[src/rtl/adc_seq_pkg.sv]
package adc_seq_pkg;

    localparam int          BYTE_W  = 8;
    localparam logic [2:0]  COM_SEL = 3'd7;

    typedef enum logic [1:0] {
        PWR_OFF  = 2'b00,
        PWR_STBY = 2'b01,
        PWR_RUN  = 2'b10
    } pwr_e;

    typedef enum logic [1:0] {
        SQ_IDLE,
        SQ_ACQ_INT,
        SQ_ACQ_EXT,
        SQ_CONV
    } seq_e;

    typedef struct packed {
        logic [1:0] pd;
        logic       acq_ext;
        logic       single;
        logic       unipolar;
        logic [2:0] addr;
    } ctrl_t;

    function automatic logic addr_ok(input ctrl_t c, input int unsigned n_ch);
        int unsigned lim;
        lim = c.single ? n_ch : (n_ch / 2) * 2;
        return int'(c.addr) < int'(lim);
    endfunction

    function automatic logic [2:0] neg_sel(input ctrl_t c);
        return c.single ? COM_SEL : (c.addr ^ 3'd1);
    endfunction

    function automatic logic same_setup(input ctrl_t a, input ctrl_t b);
        return (a.single == b.single) && (a.unipolar == b.unipolar) && (a.addr == b.addr);
    endfunction

endpackage

[src/rtl/adc_bus_front.sv]
module adc_bus_front (
    input  logic clk,
    input  logic rst,
    input  logic cs_n,
    input  logic wr_n,
    input  logic rd_n,
    input  logic conv_clk,
    output logic wr_go,
    output logic rd_go,
    output logic ext_fall
);
    logic wr_q, rd_q, cc_q;

    always_ff @(posedge clk) begin
        if (rst) begin
            wr_q <= 1'b1;
            rd_q <= 1'b1;
            cc_q <= 1'b0;
        end else begin
            wr_q <= wr_n;
            rd_q <= rd_n;
            cc_q <= conv_clk;
        end
    end

    assign wr_go    = ~cs_n & wr_n & ~wr_q;
    assign rd_go    = ~cs_n & ~rd_n & rd_q;
    assign ext_fall = ~cs_n & ~conv_clk & cc_q;
endmodule

[src/rtl/adc_tick_gen.sv]
module adc_tick_gen #(
    parameter int INT_DIV = 6
) (
    input  logic clk,
    input  logic rst,
    input  logic restart,
    input  logic use_int,
    input  logic ext_fall,
    output logic tick
);
    localparam int               CNT_W   = (INT_DIV > 1) ? $clog2(INT_DIV) : 1;
    localparam logic [CNT_W-1:0] CNT_TOP = CNT_W'(INT_DIV - 1);

    logic [CNT_W-1:0] cnt_q;
    logic             int_tick;

    assign int_tick = (cnt_q == CNT_TOP);

    always_ff @(posedge clk) begin
        if (rst || restart)  cnt_q <= '0;
        else if (int_tick)   cnt_q <= '0;
        else                 cnt_q <= cnt_q + 1'b1;
    end

    assign tick = use_int ? int_tick : ext_fall;

    AST_DIV_GAP: assert property (@(posedge clk) disable iff (rst)
        (use_int && int_tick && !restart) |=> !int_tick);
endmodule

[src/rtl/adc_sar_core.sv]
module adc_sar_core #(
    parameter int RES = 12
) (
    input  logic           clk,
    input  logic           rst,
    input  logic           clear,
    input  logic           start,
    input  logic           step,
    input  logic           cmp_in,
    output logic [RES-1:0] trial,
    output logic [RES-1:0] final_code,
    output logic           last
);
    localparam logic [RES-1:0] TOP_BIT = {1'b1, {(RES-1){1'b0}}};

    logic [RES-1:0] acc_q, mask_q;

    always_ff @(posedge clk) begin
        if (rst || clear) begin
            acc_q  <= '0;
            mask_q <= '0;
        end else if (start) begin
            acc_q  <= '0;
            mask_q <= TOP_BIT;
        end else if (step && (mask_q != '0)) begin
            if (cmp_in) acc_q <= acc_q | mask_q;
            mask_q <= mask_q >> 1;
        end
    end

    assign trial      = acc_q | mask_q;
    assign final_code = cmp_in ? trial : acc_q;
    assign last       = step & mask_q[0];

    AST_MASK_ONEHOT: assert property (@(posedge clk) disable iff (rst)
        $onehot0(mask_q));
    AST_KEEP_BIT: assert property (@(posedge clk) disable iff (rst)
        (step && !clear && !start && (mask_q != '0) && cmp_in) |=> ((acc_q & $past(mask_q)) != '0));
endmodule

[src/rtl/adc_conv_seq.sv]
module adc_conv_seq
    import adc_seq_pkg::*;
#(
    parameter int RES       = 12,
    parameter int NUM_CH    = 6,
    parameter int INT_DIV   = 6,
    parameter int ACQ_TICKS = 4
) (
    input  logic           clk,
    input  logic           rst,
    input  logic           cs_n,
    input  logic           wr_n,
    input  logic           rd_n,
    input  logic [7:0]     data_in,
    input  logic           conv_clk,
    input  logic           cmp_in,
    output logic [RES-1:0] rd_data,
    output logic           rd_oe,
    output logic           irq_n,
    output logic           irq_oe,
    output logic [RES-1:0] dac_code,
    output logic           hold,
    output logic [2:0]     mux_pos,
    output logic [2:0]     mux_neg,
    output logic [1:0]     pwr_mode,
    output logic           clk_int,
    output logic           cfg_err
);
    localparam int               ACQ_W   = (ACQ_TICKS > 1) ? $clog2(ACQ_TICKS) : 1;
    localparam logic [ACQ_W-1:0] ACQ_TOP = ACQ_W'(ACQ_TICKS - 1);
    localparam ctrl_t            CFG_RST = '{pd: 2'b10, acq_ext: 1'b0, single: 1'b1,
                                             unipolar: 1'b1, addr: 3'd0};

    logic wr_go, rd_go, ext_fall, tick;
    logic sar_start, sar_step, sar_last;
    logic [RES-1:0] sar_trial, sar_final, coded;

    ctrl_t            cfg_q, wr_byte;
    seq_e             state_q;
    pwr_e             pwr_q, pend_q;
    logic [ACQ_W-1:0] acq_cnt_q;
    logic             setup_due_q, irq_q, clk_int_q, err_q;
    logic [RES-1:0]   result_q;

    assign wr_byte = ctrl_t'(data_in[BYTE_W-1:0]);

    adc_bus_front u_front (
        .clk      (clk),
        .rst      (rst),
        .cs_n     (cs_n),
        .wr_n     (wr_n),
        .rd_n     (rd_n),
        .conv_clk (conv_clk),
        .wr_go    (wr_go),
        .rd_go    (rd_go),
        .ext_fall (ext_fall)
    );

    adc_tick_gen #(.INT_DIV(INT_DIV)) u_tick (
        .clk      (clk),
        .rst      (rst),
        .restart  (wr_go),
        .use_int  (clk_int_q),
        .ext_fall (ext_fall),
        .tick     (tick)
    );

    assign sar_start = (state_q == SQ_CONV) && tick && setup_due_q && !wr_go;
    assign sar_step  = (state_q == SQ_CONV) && tick && !setup_due_q && !wr_go;

    adc_sar_core #(.RES(RES)) u_sar (
        .clk        (clk),
        .rst        (rst),
        .clear      (wr_go),
        .start      (sar_start),
        .step       (sar_step),
        .cmp_in     (cmp_in),
        .trial      (sar_trial),
        .final_code (sar_final),
        .last       (sar_last)
    );

    assign coded = cfg_q.unipolar ? sar_final : {~sar_final[RES-1], sar_final[RES-2:0]};

    always_ff @(posedge clk) begin
        if (rst) begin
            cfg_q       <= CFG_RST;
            state_q     <= SQ_IDLE;
            pwr_q       <= PWR_RUN;
            pend_q      <= PWR_RUN;
            acq_cnt_q   <= '0;
            setup_due_q <= 1'b0;
            irq_q       <= 1'b0;
            clk_int_q   <= 1'b0;
            err_q       <= 1'b0;
            result_q    <= '0;
        end else if (wr_go) begin
            irq_q <= 1'b0;
            if (!addr_ok(wr_byte, NUM_CH)) begin
                err_q   <= 1'b1;
                state_q <= SQ_IDLE;
            end else begin
                err_q <= 1'b0;
                if ((state_q == SQ_ACQ_EXT) && !wr_byte.acq_ext && same_setup(wr_byte, cfg_q)) begin
                    cfg_q       <= wr_byte;
                    state_q     <= SQ_CONV;
                    setup_due_q <= 1'b1;
                    if (wr_byte.pd[1]) begin
                        clk_int_q <= wr_byte.pd[0];
                        pend_q    <= PWR_RUN;
                    end else begin
                        pend_q    <= pwr_e'(wr_byte.pd);
                    end
                end else begin
                    cfg_q  <= wr_byte;
                    pend_q <= PWR_RUN;
                    if (!wr_byte.pd[1]) begin
                        pwr_q   <= pwr_e'(wr_byte.pd);
                        state_q <= SQ_IDLE;
                    end else begin
                        pwr_q     <= PWR_RUN;
                        clk_int_q <= wr_byte.pd[0];
                        acq_cnt_q <= '0;
                        state_q   <= wr_byte.acq_ext ? SQ_ACQ_EXT : SQ_ACQ_INT;
                    end
                end
            end
        end else begin
            if (rd_go) irq_q <= 1'b0;
            if (tick) begin
                unique case (state_q)
                    SQ_ACQ_INT: begin
                        if (acq_cnt_q == ACQ_TOP) begin
                            state_q     <= SQ_CONV;
                            setup_due_q <= 1'b1;
                        end else begin
                            acq_cnt_q <= acq_cnt_q + 1'b1;
                        end
                    end
                    SQ_CONV: begin
                        if (setup_due_q) begin
                            setup_due_q <= 1'b0;
                        end else if (sar_last) begin
                            result_q <= coded;
                            irq_q    <= 1'b1;
                            state_q  <= SQ_IDLE;
                            pwr_q    <= pend_q;
                        end
                    end
                    default: ;
                endcase
            end
        end
    end

    assign rd_data  = result_q;
    assign rd_oe    = ~cs_n & ~rd_n;
    assign irq_n    = ~irq_q;
    assign irq_oe   = ~cs_n;
    assign dac_code = sar_trial;
    assign hold     = (state_q == SQ_CONV);
    assign mux_pos  = cfg_q.addr;
    assign mux_neg  = neg_sel(cfg_q);
    assign pwr_mode = pwr_q;
    assign clk_int  = clk_int_q;
    assign cfg_err  = err_q;

    AST_CS_KEEPS_CFG: assert property (@(posedge clk) disable iff (rst)
        cs_n |=> $stable(cfg_q));
    AST_CONV_ONLY_RUN: assert property (@(posedge clk) disable iff (rst)
        (state_q == SQ_CONV) |-> (pwr_q == PWR_RUN));
    AST_IRQ_FROM_CONV: assert property (@(posedge clk) disable iff (rst)
        $rose(irq_q) |-> ($past(state_q) == SQ_CONV));
    AST_BAD_ADDR_IDLE: assert property (@(posedge clk) disable iff (rst)
        (wr_go && !addr_ok(wr_byte, NUM_CH)) |=> (state_q == SQ_IDLE && err_q && !irq_q));
    AST_WR_DROPS_IRQ: assert property (@(posedge clk) disable iff (rst)
        wr_go |=> !irq_q);
    AST_HOLD_ON_LAST_ACQ: assert property (@(posedge clk) disable iff (rst)
        (state_q == SQ_ACQ_INT && tick && acq_cnt_q == ACQ_TOP && !wr_go) |=> (state_q == SQ_CONV));
endmodule

[config.mk]
export PLATFORM = sky130hd
export DESIGN_NAME = adc_conv_seq
export DESIGN_NICKNAME = d
export VERILOG_FILES = /design/src/rtl/adc_seq_pkg.sv /design/src/rtl/adc_bus_front.sv /design/src/rtl/adc_tick_gen.sv /design/src/rtl/adc_sar_core.sv /design/src/rtl/adc_conv_seq.sv
export SDC_FILE = /design/constraint.sdc
export NUM_CORES = 1
export LEC_CHECK = 0
export ABC_AREA = 1
export BUFFER_PORTS_ARGS = -buffer_cell sky130_fd_sc_hd__buf_2
export CORE_AREA = 5 5 95 97
export DETAILED_ROUTE_END_ITERATION = 10
export DIE_AREA = 0 0 100 102
export SLEW_MARGIN = 20
export SYNTH_ARGS = -nofsm -noshare
export SYNTH_HDL_FRONTEND = slang
export SYNTH_SLANG_ARGS = --single-unit
export TNS_END_PERCENT = 30
[constraint.sdc]
create_clock -name clk -period 2.7 [get_ports clk]
set_clock_uncertainty 0.2 [all_clocks]
set_input_delay 0.135 -clock clk [delete_from_list [all_inputs] [get_ports clk]]
set_output_delay 0.135 -clock clk [all_outputs]
set_load 0.01 [all_outputs]
==> results_dict.tcl <==
set metrics [dict create \
    status "finished clean" \
    vias 2472 \
    place.port_buffers 52 \
    nFillCells 861 \
    num_rows 33 \
    crit_family "buffers and inverters" \
    p_leak_nw 1.61 \
    cts-htree-levels 3 \
    fp.dieW_um 100 \
    hold_viol 0 \
    ys_seq_area_share_pct 42.8 \
    worstMarginPinSlew_ns 0.400 \
    dpl_worst_slack_ns 0.795 \
    path_clk_slew_ns 0.07 \
    yosysTopAreaCellShare_pct 42.8 \
    dp_hpwl_um 4700 \
    antenna_cells 0 \
    cts.sinks 59 \
    timing.final.crit_share_pct 84.1 \
    slew_headroom_pct 73.3 \
    worstPathCellList "dlygate4sd3_1 > buf_2 > inv_1 > nor2_2 > nand2_2 > nor2_1 > buf_4 > nand2_1 > inv_1 > o21ai_0 > a21oi_1 > dlygate4sd3_1" \
    cts.root.buffer_cell "clkbuf_8" \
    critPathArrivalTime_ns 2.36 \
    initial_core_util_pct 34.3 \
    power_density_nw_per_um2 583 \
    synth_cell_types 35 \
    path_buf_inv 6 \
    maxCapViolCount 0 \
    fin_setup_tns_ns 0 \
    drc 0 \
    grt_setup_unrepaired "false" \
    track_usage_pct 13.7 \
    drt_pre_antenna_iters 4 \
    yosysTopAreaCell "dfxtp_1" \
    required_ns 2.79 \
    die_area_um2 10200 \
    peakVddDrop_v 0.000482 \
    start_kind "input port" \
    die_h_um 102 \
    syn_inst 374 \
    multi_input_area_um2 1250 \
    ys_seq_elements 59 \
    grt_overflow_total 0 \
    antenna_found_initial 0 \
    synth_area_per_cell_um2 7.37 \
    grt_pass1_vias 2472 \
    yosys_warnings 0 \
    ant_nets 0 \
    core_um2 8050 \
    fin_util_pct 43.0 \
    cp_slowest_cell "dlygate4sd3_1" \
    cts_buffers 9 \
    cp_max_fo 12 \
    placedCellCount 519 \
    seq_area_um2 1180 \
    hp-class "in2reg" \
    area_growth_pct 25.7 \
    slew_viol_final 0 \
    synthTopCellsByArea "dfxtp_1 (43%), nand2_1 (11%), inv_1 (6.8%)" \
    setup_viol 0 \
    syn_nets 392 \
    max_freq_mhz 440 \
    grt_max_degree 23 \
    gp_congestion 0.791 \
    drive_gt1_share_pct 24.5 \
    min_period_ns 2.27 \
    clk_path_buf_depth 2 \
    cts_tree "done" \
    grt_pass1_wl_um 11200 \
    crit_path_end_kind "register" \
    finalNetCount 458 \
    avgRoutedWirePerCell_um 11.9 \
    fin_cells 550 \
    setup_ws_ns 0.428 \
    setup.worst_path.class "in2reg" \
    clock_latency_ns 0.34 \
    io_pins 53 \
    netlist_area_um2 2760 \
    max_stage_delay_ns 0.55 \
    initialDrtViolationCount 101 \
    viasPerCell 4.49 \
    drt_wl_total_um 6540 \
]
==> tightest hold or removal path, delay by kind of cell <==
family	cells	cell delay [ns]
and+or+nand+nor	2	0.13
AOI/OAI and AO/OA	1	0.10
buffers and inverters	2	0.18
==> metrics by stage <==
step | instance area (µm²) | power (mW) | hold slack [ns]
2_1_floorplan | 2760 | 0.973 | 0.0388
3_3_place_gp | 3060 | 1.00 | 0.133
3_5_place_dp | 3060 | 1.00 | 0.143
4_1_cts | 3470 | 2.05 | 0.0285
5_1_grt | 3470 | 2.11 | 0.0897
6_report | 3470 | 2.02 | 0.0478
==> kinds of logic (layout without fill, tap and decap cells) <==
| family | count (synthesis) | after routing | share of synthesized area (%) |
|---|---|---|---|
| XOR/XNOR | 4 | 4 | 1.27 |
| buffers and inverters | 71 | 142 | 12.0 |
| adder cells (fa/ha/maj) | 3 | 3 | 1.36 |
| flip-flops | 59 | 59 | 42.8 |
| AND/OR/NAND/NOR | 169 | 169 | 27.3 |
| AO/OA/AOI/OAI | 68 | 68 | 15.3 |
==> where the power goes <==
group,total [mW],internal [mW],switching (mW)
clock,1.02,0.668,0.355
combinational,0.112,0.0466,0.0650
sequential,0.887,0.881,0.00657
total,2.02,1.60,0.427
==> repair_timing <==
| item | in CTS | in global routing |
|---|---|---|
| endpoints found under the setup margin | 0 | 0 |
| hold buffers | 15 | 0 |
| resized for setup | 0 | 0 |
| setup buffers | 0 | 0 |
| hold endpoints to repair | 14 | 0 |
==> synth_stat cells, drive strengths merged <==
cell / instances
o211ai: 8
nand3: 10
o31ai: 1
a221oi: 1
or2: 2
ha: 3
clkinv: 1
inv: 54
clkbuf: 3
dfxtp: 59
a21oi: 33
nand4: 4
xor2: 3
nor2: 50
nand2: 93
nand3b: 3
o21ai: 25
buf: 13
nor4: 3
nor3: 4
xnor2: 1
==> layer usage <==
layer	global-route usage (%)	vias to the layer above	routed length (µm)
met5	0	-	0
met4	4.25	0	49
met3	4.98	5	393
met2	22.9	51	3110
met1	16.5	1099	2990
li1	-	1317	-
==> placed cells by master, fill, tap and decap left out, types with 2 or more instances in the layout <==
cell / n
buf_2: 52
ha_1: 3
dfxtp_1: 59
a21oi_1: 23
dlygate4sd3_1: 15
nor3_1: 3
buf_4: 4
o211ai_1: 6
nor2_1: 46
nand2_1: 84
inv_2: 4
inv_1: 50
or2_2: 2
xor2_1: 3
nand3_1: 10
o21ai_2: 2
nor2_2: 3
o211ai_2: 2
o21ai_0: 23
nand4_1: 3
nor4_1: 3
nand3b_1: 2
a21oi_2: 10
nand2_2: 8
bufinv_16: 3
clkbuf_8: 11
==> area by class of cell <==
class	instances	share of cell area, %
Sequential cell	59	34.1
Tap cell	105	3.79
Clock inverter	5	3.10
Clock buffer	11	4.37
Multi-Input combinational cell	244	36.0
Inverter	55	5.99
Timing Repair Buffer	71	12.7
==> path summary, 6_finish.rpt <==
| kind | from | endpoint | slack, ns | cells after the start |
|---|---|---|---|---|
| setup reg to reg | u_front.wr_q | clk_int | 0.54 | 9 |
| hold reg to reg | u_tick.cnt_q[0] | u_tick.cnt_q[0] | 0.25 | 1 |
| setup / recovery | wr_n | clk_int | 0.43 | 12 |
| hold / removal | data_in[5] | state_q[1] | 0.05 | 5 |
==> registers in the layout, summed over array words and instances, names as in the netlist, 2 cells and up <==
register / cells
pend_q: 2
u_sar.acc_q: 12
acq_cnt_q: 2
state_q: 2
u_sar.mask_q: 12
pwr_mode: 2
mux_pos: 3
u_tick.cnt_q: 3
rd_data: 12
cfg_q: 2
Note: power is estimated with default switching activity, not from simulation.
